$ cat config.mk
export PLATFORM = sky130hd
export DESIGN_NAME = pc_xfer_unit
export DESIGN_NICKNAME = d
export VERILOG_FILES = /design/src/rtl/pc_xfer_pkg.sv /design/src/rtl/pc_target_calc.sv /design/src/rtl/pc_fetch_seq.sv /design/src/rtl/pc_xfer_unit.sv
export SDC_FILE = /design/constraint.sdc
export NUM_CORES = 1
export LEC_CHECK = 0
export CAP_MARGIN = 0
export CORE_UTILIZATION = 30
export CTS_CLUSTER_DIAMETER = 60
export DETAILED_ROUTE_END_ITERATION = 10
export GPL_TIMING_DRIVEN = 1
export SETUP_SLACK_MARGIN = 0.1
export SYNTH_ARGS = -nofsm -noshare
export SYNTH_HDL_FRONTEND = slang
export SYNTH_SLANG_ARGS = --single-unit
$ cat constraint.sdc
create_clock -name clk -period 3.05 [get_ports clk]
set_input_delay 0.4575 -clock clk [delete_from_list [all_inputs] [get_ports clk]]
set_output_delay 0.4575 -clock clk [all_outputs]
set_load 0.03 [all_outputs]
$ cat src/rtl/pc_xfer_pkg.sv
package pc_xfer_pkg;
  typedef enum logic [2:0] {
    XF_REL   = 3'd0,
    XF_ABS   = 3'd1,
    XF_LONG  = 3'd2,
    XF_IJMP  = 3'd3,
    XF_IDATA = 3'd4,
    XF_VEC   = 3'd5,
    XF_RSV6  = 3'd6,
    XF_RSV7  = 3'd7
  } xfer_mode_e;

  typedef enum logic [1:0] {
    ST_IDLE   = 2'd0,
    ST_WAIT_A = 2'd1,
    ST_WAIT_B = 2'd2
  } seq_state_e;
endpackage

$ cat src/rtl/pc_target_calc.sv
module pc_target_calc
  import pc_xfer_pkg::*;
#(
  parameter int PC_W  = 15,
  parameter int LO_W  = 8,
  parameter int ABS_W = 12,
  parameter int REL_W = 6
) (
  input  xfer_mode_e       mode,
  input  logic [PC_W-1:0]  pc_in,
  input  logic [PC_W-1:0]  imm,
  input  logic [LO_W-1:0]  acc,
  output logic [PC_W-1:0]  direct_pc,
  output logic             is_direct,
  output logic             is_mem,
  output logic [PC_W-1:0]  rd_addr
);
  localparam logic [PC_W-1:0] ONE = {{(PC_W-1){1'b0}}, 1'b1};

  // Sign-extended relative displacement, counted from the following instruction.
  logic [PC_W-1:0] rel_off;
  assign rel_off = {{(PC_W-REL_W){imm[REL_W-1]}}, imm[REL_W-1:0]};

  always_comb begin
    direct_pc = pc_in;
    is_direct = 1'b0;
    is_mem    = 1'b0;
    rd_addr   = {pc_in[PC_W-1:LO_W], acc};
    case (mode)
      XF_REL:  begin direct_pc = pc_in + ONE + rel_off; is_direct = 1'b1; end
      XF_ABS:  begin direct_pc = {pc_in[PC_W-1:ABS_W], imm[ABS_W-1:0]}; is_direct = 1'b1; end
      XF_LONG: begin direct_pc = imm; is_direct = 1'b1; end
      XF_IJMP, XF_IDATA: is_mem = 1'b1;
      XF_VEC:  begin is_mem = 1'b1; rd_addr = imm; end
      default: ;
    endcase
  end
endmodule

$ cat src/rtl/pc_fetch_seq.sv
module pc_fetch_seq
  import pc_xfer_pkg::*;
#(
  parameter int PC_W = 15,
  parameter int LO_W = 8
) (
  input  logic             clk,
  input  logic             rst,
  input  logic             req,
  input  xfer_mode_e       mode,
  input  logic             is_direct,
  input  logic             is_mem,
  input  logic [PC_W-1:0]  direct_pc,
  input  logic [PC_W-1:0]  rd_addr,
  input  logic [PC_W-1:0]  pc_in,
  input  logic [LO_W-1:0]  mem_data,
  input  logic             mem_valid,
  output logic [PC_W-1:0]  pc_next,
  output logic             done,
  output logic             mem_rd,
  output logic [PC_W-1:0]  mem_addr,
  output logic [LO_W-1:0]  data_out,
  output logic             busy
);
  localparam int HI_W = PC_W - LO_W;
  localparam logic [PC_W-1:0] ONE = {{(PC_W-1){1'b0}}, 1'b1};

  seq_state_e       state;
  xfer_mode_e       mode_q;
  logic [PC_W-1:0]  hold_pc;
  logic [HI_W-1:0]  vec_hi;

  assign busy = (state != ST_IDLE);

  always_ff @(posedge clk) begin
    if (rst) begin
      state    <= ST_IDLE;
      mode_q   <= XF_REL;
      hold_pc  <= '0;
      vec_hi   <= '0;
      pc_next  <= '0;
      done     <= 1'b0;
      mem_rd   <= 1'b0;
      mem_addr <= '0;
      data_out <= '0;
    end else begin
      done   <= 1'b0;
      mem_rd <= 1'b0;
      case (state)
        ST_IDLE: begin
          if (req && is_direct) begin
            pc_next <= direct_pc;
            done    <= 1'b1;
          end else if (req && is_mem) begin
            mem_addr <= rd_addr;
            mem_rd   <= 1'b1;
            hold_pc  <= pc_in;
            mode_q   <= mode;
            state    <= ST_WAIT_A;
          end
        end
        ST_WAIT_A: begin
          if (mem_valid) begin
            if (mode_q == XF_VEC) begin
              vec_hi   <= mem_data[HI_W-1:0];
              mem_addr <= mem_addr + ONE;
              mem_rd   <= 1'b1;
              state    <= ST_WAIT_B;
            end else begin
              if (mode_q == XF_IDATA) begin
                data_out <= mem_data;
                pc_next  <= hold_pc;
              end else begin
                pc_next  <= {hold_pc[PC_W-1:LO_W], mem_data};
              end
              done  <= 1'b1;
              state <= ST_IDLE;
            end
          end
        end
        ST_WAIT_B: begin
          if (mem_valid) begin
            pc_next <= {vec_hi, mem_data};
            done    <= 1'b1;
            state   <= ST_IDLE;
          end
        end
        default: state <= ST_IDLE;
      endcase
    end
  end
endmodule

$ cat src/rtl/pc_xfer_unit.sv
module pc_xfer_unit
  import pc_xfer_pkg::*;
#(
  parameter int PC_W  = 15,
  parameter int LO_W  = 8,
  parameter int ABS_W = 12,
  parameter int REL_W = 6
) (
  input  logic             clk,
  input  logic             rst,
  input  logic             req,
  input  logic [2:0]       mode,
  input  logic [PC_W-1:0]  pc_in,
  input  logic [PC_W-1:0]  imm,
  input  logic [LO_W-1:0]  acc,
  input  logic [LO_W-1:0]  mem_data,
  input  logic             mem_valid,
  output logic             mem_rd,
  output logic [PC_W-1:0]  mem_addr,
  output logic [PC_W-1:0]  pc_next,
  output logic             done,
  output logic [LO_W-1:0]  data_out
);
  xfer_mode_e       mode_e;
  logic [PC_W-1:0]  direct_pc;
  logic [PC_W-1:0]  rd_addr;
  logic             is_direct;
  logic             is_mem;
  logic             busy;

  assign mode_e = xfer_mode_e'(mode);

  pc_target_calc #(.PC_W(PC_W), .LO_W(LO_W), .ABS_W(ABS_W), .REL_W(REL_W)) u_calc (
    .mode(mode_e), .pc_in(pc_in), .imm(imm), .acc(acc),
    .direct_pc(direct_pc), .is_direct(is_direct), .is_mem(is_mem), .rd_addr(rd_addr)
  );

  pc_fetch_seq #(.PC_W(PC_W), .LO_W(LO_W)) u_seq (
    .clk(clk), .rst(rst), .req(req), .mode(mode_e),
    .is_direct(is_direct), .is_mem(is_mem), .direct_pc(direct_pc), .rd_addr(rd_addr),
    .pc_in(pc_in), .mem_data(mem_data), .mem_valid(mem_valid),
    .pc_next(pc_next), .done(done), .mem_rd(mem_rd), .mem_addr(mem_addr),
    .data_out(data_out), .busy(busy)
  );
endmodule

* After elaboration in Yosys (flattened, before gate mapping) *
Index checks and enable logic that the tools add are counted.
Widths: inputs -> output; s select.

word-level totals
  bits in registers = 67
  input bits = 53
  output and inout port bits = 40
  logic and storage cells = 75

cells by class
  add/subtract/negate cells = 3
  equal/unequal tests = 16
  multiplexer cells = 31
  bitwise gates (word level) = 2
  reduce and logical (&&, ||, !) cells = 14

operators with widths
  cell                   number
  $mux 15                9
  $pmux 15 s3            2
  $add 15x1->15 const B  2
  $pmux 15 s2            1
  $add 15x15->15         1
  $eq 3x3->1 const B     4
  $mux 1                 10
  $mux 2                 5
  $reduce_and 5->1       2
  $mux 8                 1
  $ne 2x2->1 const B     4
  $reduce_and 4->1       2
  $eq 3x2->1 const B     2
  $ne 2x1->1 const B     3
  $pmux 2 s3             1
  $reduce_and 3->1       2
  $reduce_or 3->1        2
  $eq 3x1->1 const B     1
  $logic_not 3->1        1
  $pmux 1 s3             1
  $reduce_bool 3->1      1
  $eq 2x1->1 const B     1
  $eq 2x2->1 const B     1
  $logic_and 1x1->1      2
  other kinds (4)        5

* Longest topological paths before layout *
  word-level depth = 7
  depth in mapped cells = 11

* Cells and area by module *
Synthesis repeated with hierarchy kept, for this count alone.

second synthesis, totals
  cell total of the unflattened synthesis = 598
  area total of the unflattened synthesis = 4,586.9 um2

by module, submodules not included
  module          instances  cells each  area an instance (um2)
  pc_fetch_seq    1          403         3,184.3
  pc_target_calc  1          195         1,402.6

* Worst setup path before layout *
OpenSTA, ideal clock, no wires.

  kind = input port to flip-flop
  from = input port imm[0]
  to = register u_seq.pc_next[14]
  arrival = 2,248 ps
  required time = 2,969 ps
  path slack = 721 ps
  cell stages on the path = 10
  path through = inv_1 -> ha_1 -> inv_1 -> fa_1 -> a21oi_1 -> o211ai_1 -> a211oi_2 -> nor3_1 -> or3_1 -> a41oi_1

on the way
  cells in the longest elaborated chain, start to end = 4

RTL lines
  item                    RTL line              RTL
  start: declaration      pc_xfer_unit.sv:14    input logic [PC_W-1:0] imm,
  $add 15x15->15          pc_target_calc.sv:30  XF_REL: begin direct_pc = pc_in + ONE + rel_off; is_direct = 1'b1; end
  $pmux 15 s3             pc_target_calc.sv:29  case (mode)
  $mux 15                 pc_fetch_seq.sv:51    if (req && is_direct) begin
  $pmux 15 s3             pc_fetch_seq.sv:49    case (state)
  end signal: assignment  pc_fetch_seq.sv:52    pc_next <= direct_pc;
  end signal: assignment  pc_fetch_seq.sv:72    pc_next <= hold_pc;
  end signal: assignment  pc_fetch_seq.sv:74    pc_next <= {hold_pc[PC_W-1:LO_W], mem_data};
  end: declaration        pc_fetch_seq.sv:18    output logic [PC_W-1:0] pc_next,

No other way between the ends. The select of a mux whose other input is x is not followed.
A chain may end at the register's enable or synchronous reset.

* Worst setup path after layout *
Ends and elaborated chain as after synthesis.

==> metrics <==
Post-Syn Area per Cell=7.525 µm²; Wirelength per Cell=17.95 µm; Yosys cell types=64; Crit path arrival time=2930 ps; Area Growth Syn to Fin=34.50%; WS Path Type=in2reg; number of synthesized register bits=67; final setup margin=390.1 ps; Crit path required time=3320 ps; crit end category=flip-flop; asr flop ratio synth=0%; max layer used=met4; DRT iter0 DRCs=553; Die Width=122.3 µm; RSZ-0062 raised after global routing=no; Setup violations, final=0; WL met3=882 µm; worst vdd rail ir drop=308.6 µV; CP startpoint kind=input port; Lkg Pwr=2.198 nW; WHS=453.1 ps; TritonCTS buffer count=9; largest net degree at the start of global routing=29; Final Critical Period=2660 ps; antenna cells=0; GRT overflow=0; Syn Nets=650; via count=4767; Detailed Place HPWL=11550 µm; prevailing post-synth register cell=dfxtp_1; CP max stage delay=470 ps; DIE AREA=0.01496 mm²; CP most frequent cell=inv_1; CP max stage cell=clkdlybuf4s50_1; Min-Delay Startpoint=u_seq.data_out[0]$_SDFFE_PP0P_; Post-synth EDFFs=0; commonest cells after routing, fill and taps aside=nand2_1, clkdlybuf4s50_1, a21oi_1, dfxtp_1, nor2_1; first-pass GRT wire length=23970 µm; drt first pass iters=8; dpl cell area=0.005527 mm²; Post-Syn Area=0.004342 mm²; Port Buffer Count=92; setup tns final=0 ps; # fillers=1412; Cells after Synth=577; post-route cell area=0.005839 mm²; Max-Cap Viols=0; total routed wirelength=15350 µm; initial antenna violation count=0; vias per std cell=5.575; fmax=376.0 MHz; CP max FO=3; CTS max path bufs=2; met1 wire length=7048 µm; Seq/Total Area, Yosys=30.89%; max-slew violations=0; core area=0.01399 mm²; placed cell count=839; commonest non-fill, non-tap cell in the layout=nand2_1; Rel. slew slack=30.39%; Die Span Y=122.3 µm; Cell Rows=43; reg-to-reg startpoint=u_seq.state[1]$_SDFFE_PP0P_; share of layout cells above drive strength 1=8.593%; latest clock arrival within the worst-skew pair=340 ps; post-CTS sizing=0; I/O pin cnt=93; nets=743; clk_skew=6.177 ps; antenna viol nets, final=0; status=complete, no violations; Post-route DRC=0; gr usage total=20.92%; yosys warns=0; WL met2=7211 µm; vias in the first global route=4408; total power=2.807 mW; root buffer cell=clkbuf_16; CTS H-tree lvls=3; DP Worst Slack=53.32 ps; critical path startpoint=imm[0]; clk sink count=67; Final Util=41.74%; TritonCTS clock tree=built; crit-path cells=clkdlybuf4s50_1 -> inv_1 -> ha_1 -> inv_1 -> fa_1 -> a21oi_1 -> o211ai_1 -> a211oi_2 -> nor3_1 -> or3_1 -> a41oi_1; Routability Congestion=0.8908; Hold Buf Count CTS=0; hold crit path type=reg2reg; Worst-Margin Slew=1044 ps; pwr/cell area=480.7 mW/mm²; fin crit share=87.21%; Non-Filler Instances=855; clock-pin slew on the worst setup and hold paths=60 ps; postcts setup bufs=0; Fin. Hold Viols=0; Starting Density=31.04%
logic make-up after synthesis:
| logic type | share of synthesized area (%) |
|---|---|
| fa+ha+maj | 5.937 |
| simple gates | 23.43 |
| xor+xnor | 1.412 |
| compound gates | 28.93 |
| mux | 4.207 |
| flops | 30.89 |
| buf+inv | 5.187 |
metal layers:
layer / GRT usage (%) / vias up
li1: - / 2302
met1: 28.55 / 2297
met2: 33.60 / 152
met3: 3.671 / 16
met4: 5.869 / 0
met5: 0 / -
synthesized netlist by cell type, types with 12 or more instances:
cell type	instances	area, µm²
mux2i_1	16	160.2
a22oi_1	17	127.6
a21oi_1	69	345.3
nand2_1	106	397.9
o22ai_1	12	75.07
dfxtp_1	67	1341
clkbuf_1	21	78.83
nor2_1	36	135.1
ha_1	19	237.7
o21ai_0	27	135.1
nand3_1	31	155.2
buf_2	12	60.06
layout make-up:
type                            count  area, µm²  area share [%]
Multi-Input combinational cell    459       2781           47.63
Sequential cell                    67       1341           22.97
Timing Repair Buffer              121       1134           19.41
Clock buffer                       10      239.0           4.093
Tap cell                          180      225.2           3.857
Clock inverter                      6      73.82           1.264
Inverter                           12      45.04          0.7714
sequential cells by signal, summed over array words and instances (netlist names):
name,count
u_seq.pc_next,15
u_seq.data_out,8
u_seq.mem_addr,15
u_seq.mode_q,3
u_seq.vec_hi,7
u_seq.done,1
u_seq.state,2
u_seq.mem_rd,1
u_seq.hold_pc,15
path summary, 6_finish.rpt:
kind	to	slack [ps]	cells after the start
setup / recovery	u_seq.pc_next[14]$_SDFFE_PP0P_	390	11
hold / removal	u_seq.data_out[0]$_SDFFE_PP0P_	450	2
setup reg to reg	u_seq.pc_next[6]$_SDFFE_PP0P_	430	8
hold reg to reg	u_seq.data_out[0]$_SDFFE_PP0P_	450	2
critical path, delay by kind of cell:
family	cells	cell delay [ps]
compound gates	4	900
buf+inv	3	630
fa+ha+maj	2	540
simple gates	2	390
where the power goes:
group / switching (mW) / total, mW / internal [mW]
clock: 0.444 / 1.11 / 0.664
sequential: 0.0430 / 0.968 / 0.924
combinational: 0.415 / 0.731 / 0.317
Power figures use the tool's default switching activity.
